**src/rtl/pwr_pkg.sv**
```systemverilog
package pwr_pkg;
    // Which of the two slow outputs a pulse is steered to.
    typedef enum logic {
        STEP_A = 1'b0,
        STEP_B = 1'b1
    } step_phase_e;
endpackage

```
**src/rtl/pwr_dc_block.sv**
```systemverilog
module pwr_dc_block #(
    parameter int SW       = 16,
    parameter int GUARD    = 8,
    parameter int HP_SHIFT = 4,
    localparam int FW = SW + 1,
    localparam int DW = FW + GUARD + 1
) (
    input  logic                 clk,
    input  logic                 rst_n,
    input  logic                 in_vld,
    input  logic                 hpf_en,
    input  logic signed [SW-1:0] x,
    output logic                 out_vld,
    output logic signed [FW-1:0] y
);
    typedef struct packed {
        logic signed [DW-1:0] dc;
        logic signed [FW-1:0] y;
        logic                 vld;
    } dcb_state_t;

    dcb_state_t st_d, st_q;

    logic signed [DW-1:0] x_ext;
    logic signed [DW-1:0] dc_s;
    logic signed [DW-1:0] diff_s;
    logic signed [DW-1:0] step_s;

    always_comb begin
        st_d   = st_q;
        x_ext  = DW'(x);
        dc_s   = st_q.dc;
        diff_s = x_ext - (dc_s >>> GUARD);
        step_s = (diff_s <<< GUARD) >>> HP_SHIFT;
        st_d.vld = in_vld;
        if (in_vld) begin
            if (hpf_en) begin
                st_d.y  = FW'(diff_s);
                st_d.dc = dc_s + step_s;
            end else begin
                st_d.y  = FW'(x);
            end
        end
    end

    always_ff @(posedge clk or negedge rst_n) begin
        if (!rst_n) st_q <= '0;
        else        st_q <= st_d;
    end

    assign out_vld = st_q.vld;
    assign y       = st_q.y;

    // in bypass the registered output is the sample seen one cycle earlier
    p_bypass_passes_r1: assert property (@(posedge clk) disable iff (!rst_n)
        (in_vld && !hpf_en) |=> (out_vld && (y == FW'($past(x)))));
endmodule

```
**src/rtl/pwr_power_lpf.sv**
```systemverilog
module pwr_power_lpf #(
    parameter int FW       = 17,
    parameter int GUARD    = 8,
    parameter int LP_SHIFT = 6,
    localparam int PW = 2 * FW,
    localparam int AW = PW + GUARD + 1
) (
    input  logic                 clk,
    input  logic                 rst_n,
    input  logic                 in_vld,
    input  logic signed [FW-1:0] a,
    input  logic signed [FW-1:0] b,
    output logic                 pwr_vld,
    output logic signed [PW-1:0] pwr
);
    typedef struct packed {
        logic signed [PW-1:0] prod;
        logic                 pvld;
        logic signed [AW-1:0] filt;
        logic                 fvld;
    } lpf_state_t;

    lpf_state_t st_d, st_q;

    logic signed [PW-1:0] mul_s;
    logic signed [PW-1:0] prod_s;
    logic signed [AW-1:0] filt_s;
    logic signed [AW-1:0] target_s;
    logic signed [AW-1:0] step_s;

    always_comb begin
        st_d     = st_q;
        mul_s    = a * b;
        prod_s   = st_q.prod;
        filt_s   = st_q.filt;
        target_s = AW'(prod_s) <<< GUARD;
        step_s   = (target_s - filt_s) >>> LP_SHIFT;
        st_d.pvld = in_vld;
        if (in_vld) st_d.prod = mul_s;
        st_d.fvld = st_q.pvld;
        if (st_q.pvld) st_d.filt = filt_s + step_s;
    end

    always_ff @(posedge clk or negedge rst_n) begin
        if (!rst_n) st_q <= '0;
        else        st_q <= st_d;
    end

    assign pwr_vld = st_q.fvld;
    assign pwr     = PW'(filt_s >>> GUARD);

    // a non-negative product cannot drive a non-negative average negative
    p_lpf_sign_r3: assert property (@(posedge clk) disable iff (!rst_n)
        (st_q.pvld && (prod_s >= 0) && (filt_s >= 0)) |=> (st_q.filt[AW-1] == 1'b0));
    // filtered power appears exactly one cycle after the product
    p_lpf_timing_r3: assert property (@(posedge clk) disable iff (!rst_n)
        in_vld |=> ##1 pwr_vld);
endmodule

```
**src/rtl/pwr_pulse_gen.sv**
```systemverilog
module pwr_pulse_gen
    import pwr_pkg::*;
#(
    parameter int PW        = 34,
    parameter int EW        = 48,
    parameter int PULSE_CYC = 4,
    parameter int NOUT      = 1,
    localparam int CW = $clog2(PULSE_CYC + 1)
) (
    input  logic                 clk,
    input  logic                 rst_n,
    input  logic                 pwr_vld,
    input  logic signed [PW-1:0] pwr,
    input  logic [EW-1:0]        th,
    output logic [NOUT-1:0]      pulse
);
    typedef struct packed {
        logic [EW-1:0] acc;
        logic [CW-1:0] cnt;
        step_phase_e   phase;
        step_phase_e   sel;
    } pg_state_t;

    pg_state_t st_d, st_q;

    logic [EW-1:0] sum;
    logic          busy;

    always_comb begin
        st_d = st_q;
        sum  = st_q.acc + $unsigned(EW'(pwr));
        if (st_q.cnt != '0) st_d.cnt = st_q.cnt - 1'b1;
        if (pwr_vld && (pwr > 0)) begin
            if (sum >= th) begin
                st_d.acc = sum - th;
                st_d.cnt = CW'(PULSE_CYC);
                st_d.sel = st_q.phase;
                if (NOUT > 1) st_d.phase = step_phase_e'(~st_q.phase);
            end else begin
                st_d.acc = sum;
            end
        end
    end

    always_ff @(posedge clk or negedge rst_n) begin
        if (!rst_n) st_q <= '0;
        else        st_q <= st_d;
    end

    assign busy = (st_q.cnt != '0);

    for (genvar k = 0; k < NOUT; k++) begin : g_out
        assign pulse[k] = busy && (int'(st_q.sel) == k);
    end

    // ---------------- assertions ----------------
    logic [CW:0] hi_len_q;
    logic        vld_seen_q;

    always_ff @(posedge clk or negedge rst_n) begin
        if (!rst_n) begin
            hi_len_q   <= '0;
            vld_seen_q <= 1'b0;
        end else begin
            vld_seen_q <= pwr_vld;
            if (!(|pulse))       hi_len_q <= '0;
            else if (vld_seen_q) hi_len_q <= (CW+1)'(1);
            else if (hi_len_q != '1) hi_len_q <= hi_len_q + 1'b1;
        end
    end

    // no pulse lasts longer than the programmed width
    p_width_cap_r7: assert property (@(posedge clk) disable iff (!rst_n)
        hi_len_q <= (CW+1)'(PULSE_CYC));
    // non-positive power leaves the integrator untouched
    p_neg_hold_r6: assert property (@(posedge clk) disable iff (!rst_n)
        (pwr_vld && (pwr <= 0)) |=> $stable(st_q.acc));
    // residue stays below the threshold when the added power is smaller
    p_residue_r4: assert property (@(posedge clk) disable iff (!rst_n)
        (pwr_vld && (pwr >= 0) && ($unsigned(EW'(pwr)) < th) && (st_q.acc < th))
        |=> (st_q.acc < $past(th)));

    if (NOUT > 1) begin : g_alt_chk
        // the two phase outputs are never high together
        p_alt_excl_r8: assert property (@(posedge clk) disable iff (!rst_n)
            $onehot0(pulse));
    end
endmodule

```
**src/rtl/pwr_pulse_conv.sv**
```systemverilog
module pwr_pulse_conv #(
    parameter int SW        = 16,
    parameter int GUARD     = 8,
    parameter int HP_SHIFT  = 4,
    parameter int LP_SHIFT  = 6,
    parameter int HF_BASE   = 1048576,
    parameter int LF_SHIFT  = 4,
    parameter int PULSE_CYC = 4,
    parameter int EW        = 48
) (
    input  logic                 clk,
    input  logic                 rst_n,
    input  logic                 smp_vld,
    input  logic signed [SW-1:0] v_smp,
    input  logic signed [SW-1:0] i_smp,
    input  logic                 hpf_en,
    input  logic [2:0]           fc_sel,
    output logic                 lf_out0,
    output logic                 lf_out1,
    output logic                 hf_out
);
    localparam int FW = SW + 1;
    localparam int PW = 2 * FW;
    localparam int NCH = 2;

    logic signed [SW-1:0] ch_in  [NCH];
    logic signed [FW-1:0] ch_out [NCH];
    logic                 ch_vld [NCH];

    assign ch_in[0] = v_smp;
    assign ch_in[1] = i_smp;

    for (genvar c = 0; c < NCH; c++) begin : g_chan
        pwr_dc_block #(
            .SW(SW), .GUARD(GUARD), .HP_SHIFT(HP_SHIFT)
        ) u_dcb (
            .clk(clk), .rst_n(rst_n), .in_vld(smp_vld), .hpf_en(hpf_en),
            .x(ch_in[c]), .out_vld(ch_vld[c]), .y(ch_out[c])
        );
    end

    logic                 pwr_vld;
    logic signed [PW-1:0] pwr;

    pwr_power_lpf #(
        .FW(FW), .GUARD(GUARD), .LP_SHIFT(LP_SHIFT)
    ) u_lpf (
        .clk(clk), .rst_n(rst_n), .in_vld(ch_vld[0] & ch_vld[1]),
        .a(ch_out[0]), .b(ch_out[1]), .pwr_vld(pwr_vld), .pwr(pwr)
    );

    logic [EW-1:0] th_hf;
    logic [EW-1:0] th_lf;

    assign th_hf = EW'(HF_BASE) << fc_sel;
    assign th_lf = th_hf << LF_SHIFT;

    logic [0:0] hf_pulse;
    logic [1:0] lf_pulse;

    pwr_pulse_gen #(
        .PW(PW), .EW(EW), .PULSE_CYC(PULSE_CYC), .NOUT(1)
    ) u_hf (
        .clk(clk), .rst_n(rst_n), .pwr_vld(pwr_vld), .pwr(pwr),
        .th(th_hf), .pulse(hf_pulse)
    );

    pwr_pulse_gen #(
        .PW(PW), .EW(EW), .PULSE_CYC(PULSE_CYC), .NOUT(2)
    ) u_lf (
        .clk(clk), .rst_n(rst_n), .pwr_vld(pwr_vld), .pwr(pwr),
        .th(th_lf), .pulse(lf_pulse)
    );

    assign hf_out  = hf_pulse[0];
    assign lf_out0 = lf_pulse[0];
    assign lf_out1 = lf_pulse[1];

    // the slow threshold always lies above the fast one
    p_th_order_r5: assert property (@(posedge clk) disable iff (!rst_n)
        th_lf > th_hf);
endmodule

```
**config.mk**
```make
export PLATFORM = sky130hd
export DESIGN_NAME = pwr_pulse_conv
export DESIGN_NICKNAME = d
export VERILOG_FILES = /design/src/rtl/pwr_pkg.sv /design/src/rtl/pwr_dc_block.sv /design/src/rtl/pwr_power_lpf.sv /design/src/rtl/pwr_pulse_gen.sv /design/src/rtl/pwr_pulse_conv.sv
export SDC_FILE = /design/constraint.sdc
export NUM_CORES = 2
export LEC_CHECK = 0
export BUFFER_PORTS_ARGS = -buffer_cell sky130_fd_sc_hd__buf_2
export CAP_MARGIN = 30
export CORE_ASPECT_RATIO = 0.75
export CORE_UTILIZATION = 50
export CTS_BUF_LIST = sky130_fd_sc_hd__clkbuf_16
export DETAILED_ROUTE_END_ITERATION = 6
export PLACE_DENSITY_LB_ADDON = 0.12
export SETUP_SLACK_MARGIN = 0.3
export SLEW_MARGIN = 10
export SYNTH_ARGS = -nofsm -noshare
export SYNTH_HDL_FRONTEND = slang
export SYNTH_SLANG_ARGS = --single-unit
```
**constraint.sdc**
```tcl
create_clock -name clk -period 20.2 [get_ports clk]
set_input_delay 4.04 -clock clk [delete_from_list [all_inputs] [get_ports clk]]
set_output_delay 4.04 -clock clk [all_outputs]
set_load 0.05 [all_outputs]
```
==> impl_metrics.env <==
export IMPL_maxCapViolCount=0
export IMPL_clk_latency_ns=0.58
export IMPL_slew_viol_final=0
export IMPL_fin_util_pct=53.4
export IMPL_cts_setup_buffers=0
export IMPL_critPathKind="input port to flop"
export IMPL_synth_edff_count=0
export IMPL_layout_worst_path_cycle_share_pct=41.0
export IMPL_hpwl_um=68500
export IMPL_area_delta_synth_final_pct=5.67
export IMPL_syn_instance_count=4050
export IMPL_initial_utilization_pct=50.5
export IMPL_drc_errors=0
export IMPL_globalRouteOverflowTotal=0
export IMPL_rsz0062_at_grt="no"
export IMPL_synth_ff_latch_count=262
export IMPL_die_area_um2=70200
export IMPL_synth_top_cell_by_area="dfrtp_1"
export IMPL_cp_slowest_cell="nor3_2"
export IMPL_end_kind="flop"
export IMPL_cts_tree="built"
export IMPL_cts_made_buffers=34
export IMPL_syn_avg_cell_area_um2=8.54
export IMPL_tightest_slew_ns=0.849
export IMPL_synth_distinct_cells=97
export IMPL_synth_top_area_share_pct=19.0
export IMPL_arrival_ns=8.70
export IMPL_setup_violations=0
export IMPL_n_fill_cell=6478
export IMPL_max_slew_margin_pct=43.1
export IMPL_grt_use_total_pct=25.0
export IMPL_path_cells="buf_2 -> or3_1 -> ha_1 -> o21a_1 -> o21ai_0 -> a21boi_0 -> o211ai_1 -> a31oi_1 -> nor2_1 -> o31ai_1 -> nor2b_1 -> nand4bb_4 -> nor3_2 -> nand3_1 -> a211oi_1 -> a311oi_1"
export IMPL_grt_pass1_vias=26900
export IMPL_outcome="complete, no violations"
export IMPL_crit_family="simple AND/OR/NAND/NOR gates"
export IMPL_drt_wl_total_um=85400
export IMPL_n_antenna_cell=0
export IMPL_rows=83
export IMPL_finalHoldViolCount=0
export IMPL_wl_per_cell_um=17.4
export IMPL_grt_max_degree=88
export IMPL_clkTransAtPathRegs_ns=0.06
export IMPL_cts_htree_levels=2
export IMPL_vias_per_cell=5.64
export IMPL_gp_congestion=0.942
export IMPL_crit_required_ns=20.62
export IMPL_dieWidth_um=306
export IMPL_syn_cell_area_um2=34600
export IMPL_ys_seq_area_share_pct=19.0
export IMPL_pin_count=42
export IMPL_drtIter0Drc=2018
export IMPL_crit_path_start_kind="input port"
export IMPL_yosys_top_cells_count="inv_1 (465), nand2_1 (421), ha_1 (352)"
export IMPL_final_antenna_net_count=0
export IMPL_clockBufferDepth=3
export IMPL_hp_class="flop to flop"
export IMPL_coreArea_um2=68400
export IMPL_antenna_found_initial=3
export IMPL_ys_flop_type="dfrtp_1"
export IMPL_hold_buffers=0
export IMPL_grt_pass1_wl_um=143000
export IMPL_slowest_delay_ns=0.72
export IMPL_clock_fmax_mhz=121
export IMPL_first_pass_iters=5
export IMPL_cts_sinks=262
export IMPL_synth_most_common_cell="inv_1"
export IMPL_path_buf_inv=1
export IMPL_fin_skew_ns=0.0334
export IMPL_postSynth_asyncResetShare_pct=100
export IMPL_synth_warning_count=0
export IMPL_ctsResizeCount=0
export IMPL_crit_fanout=13
export IMPL_port_buffers=41
export IMPL_clockRootBuffer="clkbuf_16"
export IMPL_syn_nets=4743
export IMPL_rrSetupSlack_ns=12.75
export IMPL_fin_crit_ns=8.29
export IMPL_drive_gt1_share_pct=4.90
export IMPL_fin_setup_tns_ns=0
export IMPL_synth_area_top_cells="dfrtp_1 (19%), fa_1 (17%), ha_1 (13%), inv_1 (5.0%), xnor2_1 (4.6%)"
export IMPL_vias=27700
export IMPL_layout_nets=4691
export IMPL_die_h_um=230
-- worst reg2reg max path: cells and delay by family (launching register included) --
| kind | cells | cell delay (ns) |
|---|---|---|
| XOR/XNOR | 1 | 0.14 |
| flip-flops | 1 | 0.81 |
| adder cells (fa/ha/maj) | 7 | 3.34 |
| AO/OA/AOI/OAI | 8 | 2.17 |
| buffers and inverters | 5 | 0.25 |
| AND/OR/NAND/NOR | 2 | 0.61 |
-- per-layer routing --
| layer | vias up | part of all wire (%) | GRT usage [%] |
|---|---|---|---|
| met5 | - | 0 | 0 |
| met4 | 0 | 1.2 | 3.96 |
| met3 | 76 | 5.9 | 4.11 |
| met2 | 569 | 39 | 34.7 |
| met1 | 13400 | 54 | 40.6 |
| li1 | 13700 | - | - |
-- path summary, 6_finish.rpt --
kind                                                       start  cells past startpoint                               end
worst min-delay path                    u_lf.st_q[1]$_DFFE_PN0P_                      1          u_lf.st_q[1]$_DFFE_PN0P_
worst max-delay path                                   fc_sel[0]                     16         u_hf.st_q[45]$_DFFE_PN0P_
worst max register to register  g_chan[1].u_dcb.y[8]$_DFFE_PN0P_                     23      u_lpf.prod_s[33]$_DFFE_PN0P_
min in group asynchronous                                  rst_n                      1  g_chan[1].u_dcb.y[1]$_DFFE_PN0P_
max in group asynchronous                                  rst_n                      3         u_lf.st_q[43]$_DFFE_PN0P_
worst min register to register          u_lf.st_q[1]$_DFFE_PN0P_                      1          u_lf.st_q[1]$_DFFE_PN0P_
-- through the flow --
step	setup slack (ns)	cells	cell area (um2)	hold slack, ns
floorplan	12.25	4050	34600	0.352
global placement	11.55	4853	35500	0.456
detailed placement	11.37	4854	35500	0.461
CTS	12.01	4915	36500	0.472
global route	11.44	4915	36500	0.495
finish	11.91	4915	36500	0.463
-- final cells by class --
type / instances / area, um2 / share of cell area, %
multi-input cells: 3178 / 25700 / 70.4
flip-flops and latches: 262 / 6560 / 17.9
inverters: 466 / 1750 / 4.79
well taps: 892 / 1120 / 3.05
clock buffers: 34 / 851 / 2.33
repair buffers: 56 / 330 / 0.904
clock inverters: 27 / 206 / 0.565
-- layout by cell type, fill, tap and decap left out, drive strengths merged, types with 40 or more instances in the layout --
master  synthesis  routed
o21a           46      46
dfrtp         262     262
inv           465     474
a21o          131     131
xor2           80      80
fa            302     302
and2          164     164
nand2b         40      40
nor2          256     256
nor3           55      55
ha            352     352
a21oi         295     295
buf            20      55
nand3          67      67
mux2           42      42
nand2         422     422
o21ai         240     240
xnor2         181     181
mux2i          52      52
-- state kept, by name, indices dropped and copies added, names as in the netlist --
name,count
g_chan.u_dcb.out_vld,1
u_lf.st_q,53
u_lpf.filt_s,43
g_chan.u_dcb.dc_s,44
g_chan.u_dcb.y,34
u_lpf.prod_s,34
u_lpf.st_d,1
u_lpf.pwr_vld,1
u_hf.st_q,51
-- cells by family after synthesis --
logic type,after synthesis,share of synthesized area (%)
mux,94,2.88
compound gates,970,17.8
flops,262,19.0
buf+inv,610,6.68
fa+ha+maj,654,30.2
simple gates,1199,16.9
xor+xnor,261,6.61
Power is not shown: default switching activity piles up to over one toggle a cycle in this logic, so the estimate is an artifact.
